$ cat src/rtl/srs_pkg.sv
package srs_pkg;

    localparam int ADDR_W  = 12;
    localparam int WORD_W  = 16;
    localparam int CNT_W   = $clog2(WORD_W);
    localparam int RD_POS  = WORD_W - 1;
    localparam int INC_POS = ADDR_W;

    // Decoded command: the reserved bits are not kept
    typedef struct packed {
        logic              rd;
        logic              inc;
        logic [ADDR_W-1:0] addr;
    } cmd_t;

    typedef enum logic {
        PH_CMD,
        PH_DATA
    } phase_e;

    typedef enum logic [1:0] {
        TX_HOLD,
        TX_SHIFT,
        TX_LOAD,
        TX_CLEAR
    } tx_op_e;

    function automatic cmd_t decode_cmd(input logic [WORD_W-1:0] w);
        cmd_t c;
        c.rd   = w[RD_POS];
        c.inc  = w[INC_POS];
        c.addr = w[ADDR_W-1:0];
        return c;
    endfunction

    function automatic logic [ADDR_W-1:0] step_addr(input logic [ADDR_W-1:0] a,
                                                   input logic inc);
        return inc ? a + 1'b1 : a;
    endfunction

endpackage

$ cat src/rtl/srs_sync.sv
module srs_sync #(
    parameter int               WIDTH   = 3,
    parameter int               STAGES  = 2,
    parameter logic [WIDTH-1:0] RST_VAL = '0
) (
    input  logic             clk,
    input  logic             rst,
    input  logic [WIDTH-1:0] d,
    output logic [WIDTH-1:0] q
);
    logic [WIDTH-1:0] stage_q [STAGES];

    always_ff @(posedge clk) begin
        if (rst) begin
            for (int s = 0; s < STAGES; s++) stage_q[s] <= RST_VAL;
        end else begin
            stage_q[0] <= d;
            for (int s = 1; s < STAGES; s++) stage_q[s] <= stage_q[s-1];
        end
    end

    assign q = stage_q[STAGES-1];
endmodule

$ cat src/rtl/srs_edge.sv
module srs_edge (
    input  logic clk,
    input  logic rst,
    input  logic en,
    input  logic lvl,
    output logic rise
);
    logic prev_q;

    always_ff @(posedge clk) begin
        if (rst) prev_q <= 1'b0;
        else     prev_q <= lvl;
    end

    assign rise = en & lvl & ~prev_q;
endmodule

$ cat src/rtl/srs_tx.sv
module srs_tx
    import srs_pkg::*;
(
    input  logic              clk,
    input  logic              rst,
    input  tx_op_e            op,
    input  logic [WORD_W-1:0] load_val,
    output logic              msb
);
    logic [WORD_W-1:0] sr_q;

    always_ff @(posedge clk) begin
        if (rst) begin
            sr_q <= '0;
        end else begin
            case (op)
                TX_LOAD:  sr_q <= load_val;
                TX_SHIFT: sr_q <= {sr_q[WORD_W-2:0], 1'b0};
                TX_CLEAR: sr_q <= '0;
                default:  sr_q <= sr_q;
            endcase
        end
    end

    assign msb = sr_q[WORD_W-1];
endmodule

$ cat src/rtl/srs_ctrl.sv
module srs_ctrl
    import srs_pkg::*;
(
    input  logic              clk,
    input  logic              rst,
    input  logic              cs_act,
    input  logic              bit_rise,
    input  logic              sdi_bit,
    output logic [ADDR_W-1:0] reg_addr,
    output logic              reg_wr,
    output logic [WORD_W-1:0] reg_wdata,
    output logic              reg_rd,
    output tx_op_e            tx_op,
    output logic              tx_sel,
    output logic              echo_bit
);
    phase_e            phase_q;
    logic [CNT_W-1:0]  bit_q;
    logic [WORD_W-2:0] sr_q;
    logic              rd_q;
    logic              inc_q;
    logic              first_q;
    logic              rd_wait_q;
    logic [ADDR_W-1:0] ptr_q;
    logic              echo_q;

    logic [WORD_W-1:0] sr_nxt;
    logic              word_done;
    cmd_t              cmd_nxt;

    assign sr_nxt    = {sr_q, sdi_bit};
    assign word_done = bit_rise && (bit_q == CNT_W'(WORD_W - 1));
    assign cmd_nxt   = decode_cmd(sr_nxt);

    // Output shift register control
    always_comb begin
        tx_op = TX_HOLD;
        if (!cs_act) begin
            tx_op = TX_CLEAR;
        end else if (rd_wait_q) begin
            tx_op = TX_LOAD;
        end else if (bit_rise && phase_q == PH_DATA && rd_q) begin
            tx_op = (word_done && !inc_q) ? TX_CLEAR : TX_SHIFT;
        end
    end

    assign tx_sel   = (phase_q == PH_DATA) && rd_q;
    assign echo_bit = echo_q;

    always_ff @(posedge clk) begin
        if (rst) begin
            phase_q   <= PH_CMD;
            bit_q     <= '0;
            sr_q      <= '0;
            rd_q      <= 1'b0;
            inc_q     <= 1'b0;
            first_q   <= 1'b0;
            rd_wait_q <= 1'b0;
            ptr_q     <= '0;
            echo_q    <= 1'b0;
            reg_addr  <= '0;
            reg_wdata <= '0;
            reg_wr    <= 1'b0;
            reg_rd    <= 1'b0;
        end else if (!cs_act) begin
            phase_q   <= PH_CMD;
            bit_q     <= '0;
            sr_q      <= '0;
            first_q   <= 1'b0;
            rd_wait_q <= 1'b0;
            echo_q    <= 1'b0;
            reg_wr    <= 1'b0;
            reg_rd    <= 1'b0;
        end else begin
            reg_wr    <= 1'b0;
            reg_rd    <= 1'b0;
            rd_wait_q <= reg_rd;
            if (bit_rise) begin
                sr_q   <= sr_nxt[WORD_W-2:0];
                bit_q  <= bit_q + 1'b1;
                echo_q <= sdi_bit;
                if (word_done) begin
                    if (phase_q == PH_CMD) begin
                        phase_q <= PH_DATA;
                        rd_q    <= cmd_nxt.rd;
                        inc_q   <= cmd_nxt.inc;
                        first_q <= 1'b1;
                        if (cmd_nxt.rd) begin
                            reg_rd   <= 1'b1;
                            reg_addr <= cmd_nxt.addr;
                            ptr_q    <= step_addr(cmd_nxt.addr, cmd_nxt.inc);
                        end else begin
                            ptr_q <= cmd_nxt.addr;
                        end
                    end else begin
                        first_q <= 1'b0;
                        if (rd_q) begin
                            if (inc_q) begin
                                reg_rd   <= 1'b1;
                                reg_addr <= ptr_q;
                                ptr_q    <= ptr_q + 1'b1;
                            end
                        end else if (inc_q || first_q) begin
                            reg_wr    <= 1'b1;
                            reg_addr  <= ptr_q;
                            reg_wdata <= sr_nxt;
                            ptr_q     <= step_addr(ptr_q, inc_q);
                        end
                    end
                end
            end
        end
    end
endmodule

$ cat src/rtl/srs_slave.sv
module srs_slave
    import srs_pkg::*;
#(
    parameter int SYNC_STAGES = 2
) (
    input  logic              clk,
    input  logic              rst,
    input  logic              host_sclk,
    input  logic              host_csn,
    input  logic              host_sdi,
    output logic              host_sdo,
    output logic [ADDR_W-1:0] rf_addr,
    output logic              rf_wr,
    output logic [WORD_W-1:0] rf_wdata,
    output logic              rf_rd,
    input  logic [WORD_W-1:0] rf_rdata
);
    localparam int PIN_N = 3;

    logic [PIN_N-1:0] raw;
    logic [PIN_N-1:0] synced;
    logic             cs_act;
    logic             sclk_rise;
    tx_op_e           tx_op;
    logic             tx_sel;
    logic             tx_msb;
    logic             echo_bit;

    assign raw    = {host_csn, host_sclk, host_sdi};
    assign cs_act = ~synced[2];

    srs_sync #(
        .WIDTH   (PIN_N),
        .STAGES  (SYNC_STAGES),
        .RST_VAL (3'b100)
    ) u_sync (
        .clk (clk),
        .rst (rst),
        .d   (raw),
        .q   (synced)
    );

    srs_edge u_edge (
        .clk  (clk),
        .rst  (rst),
        .en   (cs_act),
        .lvl  (synced[1]),
        .rise (sclk_rise)
    );

    srs_ctrl u_ctrl (
        .clk       (clk),
        .rst       (rst),
        .cs_act    (cs_act),
        .bit_rise  (sclk_rise),
        .sdi_bit   (synced[0]),
        .reg_addr  (rf_addr),
        .reg_wr    (rf_wr),
        .reg_wdata (rf_wdata),
        .reg_rd    (rf_rd),
        .tx_op     (tx_op),
        .tx_sel    (tx_sel),
        .echo_bit  (echo_bit)
    );

    srs_tx u_tx (
        .clk      (clk),
        .rst      (rst),
        .op       (tx_op),
        .load_val (rf_rdata),
        .msb      (tx_msb)
    );

    assign host_sdo = tx_sel ? tx_msb : echo_bit;
endmodule

$ cat config.mk
export PLATFORM = sky130hd
export DESIGN_NAME = srs_slave
export DESIGN_NICKNAME = d
export VERILOG_FILES = /design/src/rtl/srs_pkg.sv /design/src/rtl/srs_sync.sv /design/src/rtl/srs_edge.sv /design/src/rtl/srs_tx.sv /design/src/rtl/srs_ctrl.sv /design/src/rtl/srs_slave.sv
export SDC_FILE = /design/constraint.sdc
export NUM_CORES = 1
export LEC_CHECK = 0
export ABC_AREA = 1
export BUFFER_PORTS_ARGS = -buffer_cell sky130_fd_sc_hd__buf_2
export CAP_MARGIN = 20
export CORE_MARGIN = 4
export CORE_UTILIZATION = 37
export CTS_CLUSTER_DIAMETER = 200
export DETAILED_ROUTE_END_ITERATION = 10
export SYNTH_ARGS = -nofsm -noshare
export SYNTH_HDL_FRONTEND = slang
export SYNTH_SLANG_ARGS = --single-unit
$ cat constraint.sdc
create_clock -name clk -period 4.4 [get_ports clk]
set_input_delay 0 -clock clk [delete_from_list [all_inputs] [get_ports clk]]
set_output_delay 0 -clock clk [all_outputs]
set_load 0.005 [all_outputs]
==> impl_metrics.yaml <==
global_route:
  grt_use_total: 0.1699
  grt.overflow.total: 0
  antenna_found_initial: 0
  grt_pass1_vias: 3748
  grt_pass1_wl_um: 17860
  grt_max_degree: 41
power_and_ir_drop:
  pwr-share-seq: 0.473
  p_leak_nw: 1.996
  power_mw: 1.732
  p_sw_uw: 358.2
  ir_drop_mv: 0.2675
  internal_power_mw: 1.374
  swShare: 0.2068
  powerDensity_mw_per_mm2: 344.5
  p_comb_frac: 0.039
  p_clk_frac: 0.489
synth:
  yosysSeqAreaShare: 0.4231
  yosysWarningCount: 0
  synthArstFlopShare: 0
  syn_nets: 618
  avgSynthCellArea_sq_um: 7.090
  synth_mux_area_frac: 0
  synth_edf_count: 0
  synth_top_flop_cell: "dfxtp_1"
  yosysUniqueCellTypes: 29
  synth_compound_area_frac: 0.1993
  synth_area_leaders: "dfxtp_1 (42%), nand2_1 (10%), a21oi_1 (9.0%)"
  synth_top_area_frac: 0.4231
  synthTopCellsByCount: "nand2_1 (117), dfxtp_1 (89), a21oi_1 (76)"
  synthAdderAreaFrac: 0.008913
  synth_top_family_by_area: "simple AND/OR/NAND/NOR gates"
  syn_area_sq_mm: 0.004212
  yosys.area.top_type: "dfxtp_1"
  yosysMostFrequentCell: "nand2_1"
  synth_xor_area_frac: 0
  synth_cells: 594
  synth_seq_cells: 89
  yosys.area_share.simple: 0.2653
clock_network:
  cts_buffers: 9
  cts_root_buf: "clkbuf_16"
  clk-insertion-delay-late_ns: 0.34
  cts_tree: "yes"
  path_clk_slew_ns: 0.06
  cts_buffer_depth: 2
  clkSinkCount: 89
  cts_htree_levels: 3
die:
  ios: 52
  die_area_sq_mm: 0.01315
  num_rows: 38
  die_w_um: 114.7
  core_sq_mm: 0.01098
  die_y_um: 114.7
  initial_core_util: 0.3835
critical_path:
  critPathKind: "reg2reg"
  ff2ff_path_depth: 8
  crit_end: "u_tx.sr_q[13]$_SDFFE_PP0P_"
  cp-startpoint: "u_sync.stage_q[0][5]$_SDFF_PP1_"
  arrival_ns: 2.39
  r2r-start: "u_sync.stage_q[0][5]$_SDFF_PP1_"
  worstSetupStartpointType: "flip-flop"
  critPathMaxFanout: 32
  required_ns: 4.62
  r2r-end: "u_tx.sr_q[13]$_SDFFE_PP0P_"
  endpoint_kind: "flip-flop"
  r2r_slack_ns: 2.23
sta:
  setup_violations: 0
  rsz0062_at_grt: "no"
  fmax_ghz: 0.4608
  setup_ws_ns: 2.230
  period_share: 0.4932
  finClkSkew_ns: 0.008251
  period_needed_ns: 2.170
  finalMaxSlewViolations: 0
  hold_violations: 0
  tightest_slew_ns: 0.7528
  slew_headroom: 0.4963
  tns_ns: 0
finish:
  final_cells: 790
  nNetsFinal: 669
  diodes: 0
  n_fill_cell: 1098
  drive_above_1_share: 0.1308
  syn2layout_area_growth_pct: 19.40
placed_design:
  place_inst: 753
  hpwlAfterDp_um: 7530
  port_buffers: 51
  place_ws_ns: 1.812
  gp_congestion: 0.8839
routing:
  vias: 4052
  wl_per_cell_um: 13.85
  vias_per_cell: 5.129
  first_pass_iters: 5
  drc: 0
  ant_nets: 0
  wl_um: 10940
  drt_iter0_drc: 323
flow_run:
  cap_violations: 0
min_path:
  min_path_type: "in2reg"
status:
  outcome: "finished, final reports clean"
how the worst min path moves through the flow:
stage,startpoint,endpoint,slack (ns),cells after the start
detailed placement,host_csn,u_sync.stage_q[0][2]$_SDFF_PP1_,0.20,2
global route,rst,u_sync.stage_q[0][0]$_SDFF_PP0_,0.17,2
finish,rst,u_sync.stage_q[0][0]$_SDFF_PP0_,0.11,2
global placement,host_csn,u_sync.stage_q[0][2]$_SDFF_PP1_,0.19,2
CTS,rst,u_edge.prev_q$_SDFF_PP0_,0.11,2
floorplan,host_csn,u_sync.stage_q[0][2]$_SDFF_PP1_,0.10,1
power groups by stage:
stage / sequential (mW) / clock [mW] / combinational [mW]
6_report: 0.819 / 0.847 / 0.0669
2_1_floorplan: 0.836 / 0 / 0.0368
3_5_place_dp: 0.837 / 0 / 0.0531
4_1_cts: 0.819 / 0.862 / 0.0665
5_1_grt: 0.819 / 0.896 / 0.0756
3_3_place_gp: 0.837 / 0 / 0.0522
metrics by stage:
step             util  hold slack, ns  instance area [sq um]
2_1_floorplan       -          0.1038                   4212
3_3_place_gp   0.4073          0.1888                   4473
3_5_place_dp   0.4073          0.1988                   4473
4_1_cts        0.4547          0.1121                   4994
5_1_grt        0.4578          0.1696                   5029
6_report       0.4578          0.1116                   5029
flip-flops by register name (all words and copies together), names as in the netlist:
register / cells
u_ctrl.reg_rd: 1
u_ctrl.sr_q: 15
u_edge.prev_q: 1
u_ctrl.reg_addr: 12
u_ctrl.rd_q: 1
u_sync.stage_q: 6
u_ctrl.reg_wdata: 16
u_ctrl.first_q: 1
u_ctrl.inc_q: 1
u_ctrl.reg_wr: 1
u_ctrl.phase_q: 1
u_ctrl.rd_wait_q: 1
u_ctrl.ptr_q: 12
u_tx.sr_q: 16
u_ctrl.bit_q: 4
cell families (layout without fill, tap and decap cells):
family,Yosys count,in the layout
AOI/OAI and AO/OA,163,163
and+or+nand+nor,239,239
buffers and inverters,100,156
adders and majority gates,3,3
DFF,89,89
placed cells by master, fill, tap and decap left out, types with 2 or more instances in the layout:
cell type      count
or2_2              2
nor3b_1            2
o21ai_1           21
nor2_1            36
nand3_2            2
o21bai_1           3
buf_2             51
nand3_1           37
ha_1               3
nor3_1             2
clkbuf_16          9
dfxtp_1           89
buf_4              2
dlygate4sd3_1     19
nand4_1           36
inv_1             61
inv_4              3
nand2_1          117
bufinv_16          2
o21ai_0           60
nor2_8             2
inv_2              3
clkbuf_8           2
a21oi_1           76
worst max-delay path, cell delays in order (launching register included):
cell and delay, ns:
dfxtp_1 0.41, inv_4 0.21, nand3_4 0.27, inv_4 0.16, nand3_2 0.43, nor2_2 0.30
nor2_4 0.12, nand2_1 0.09, a21oi_1 0.06
final cells by class:
| type | count | area [sq um] | area share |
|---|---|---|---|
| clock buffer | 12 | 256.5 | 0.05101 |
| clock inverter | 4 | 73.82 | 0.01468 |
| inverter | 67 | 259.0 | 0.05151 |
| multi-input combinational | 405 | 1994 | 0.3966 |
| sequential | 89 | 1782 | 0.3543 |
| tap | 140 | 175.2 | 0.03483 |
| timing repair buffer | 73 | 488.0 | 0.09704 |
repair_timing:
action | 4_1_cts | 5_1_grt
endpoints found under the setup margin | 0 | 0
setup buffers | 0 | 0
hold buffers | 19 | 0
hold endpoints to repair | 19 | 0
resized for setup | 0 | 0
metal layers:
| metal | global-route usage | wire [um] |
|---|---|---|
| met2 | 0.2681 | 4967 |
| met5 | 0 | 0 |
| met3 | 0.03805 | 551 |
| met4 | 0.06573 | 258 |
| met1 | 0.2262 | 5162 |
Power figures use the tool's default switching activity.
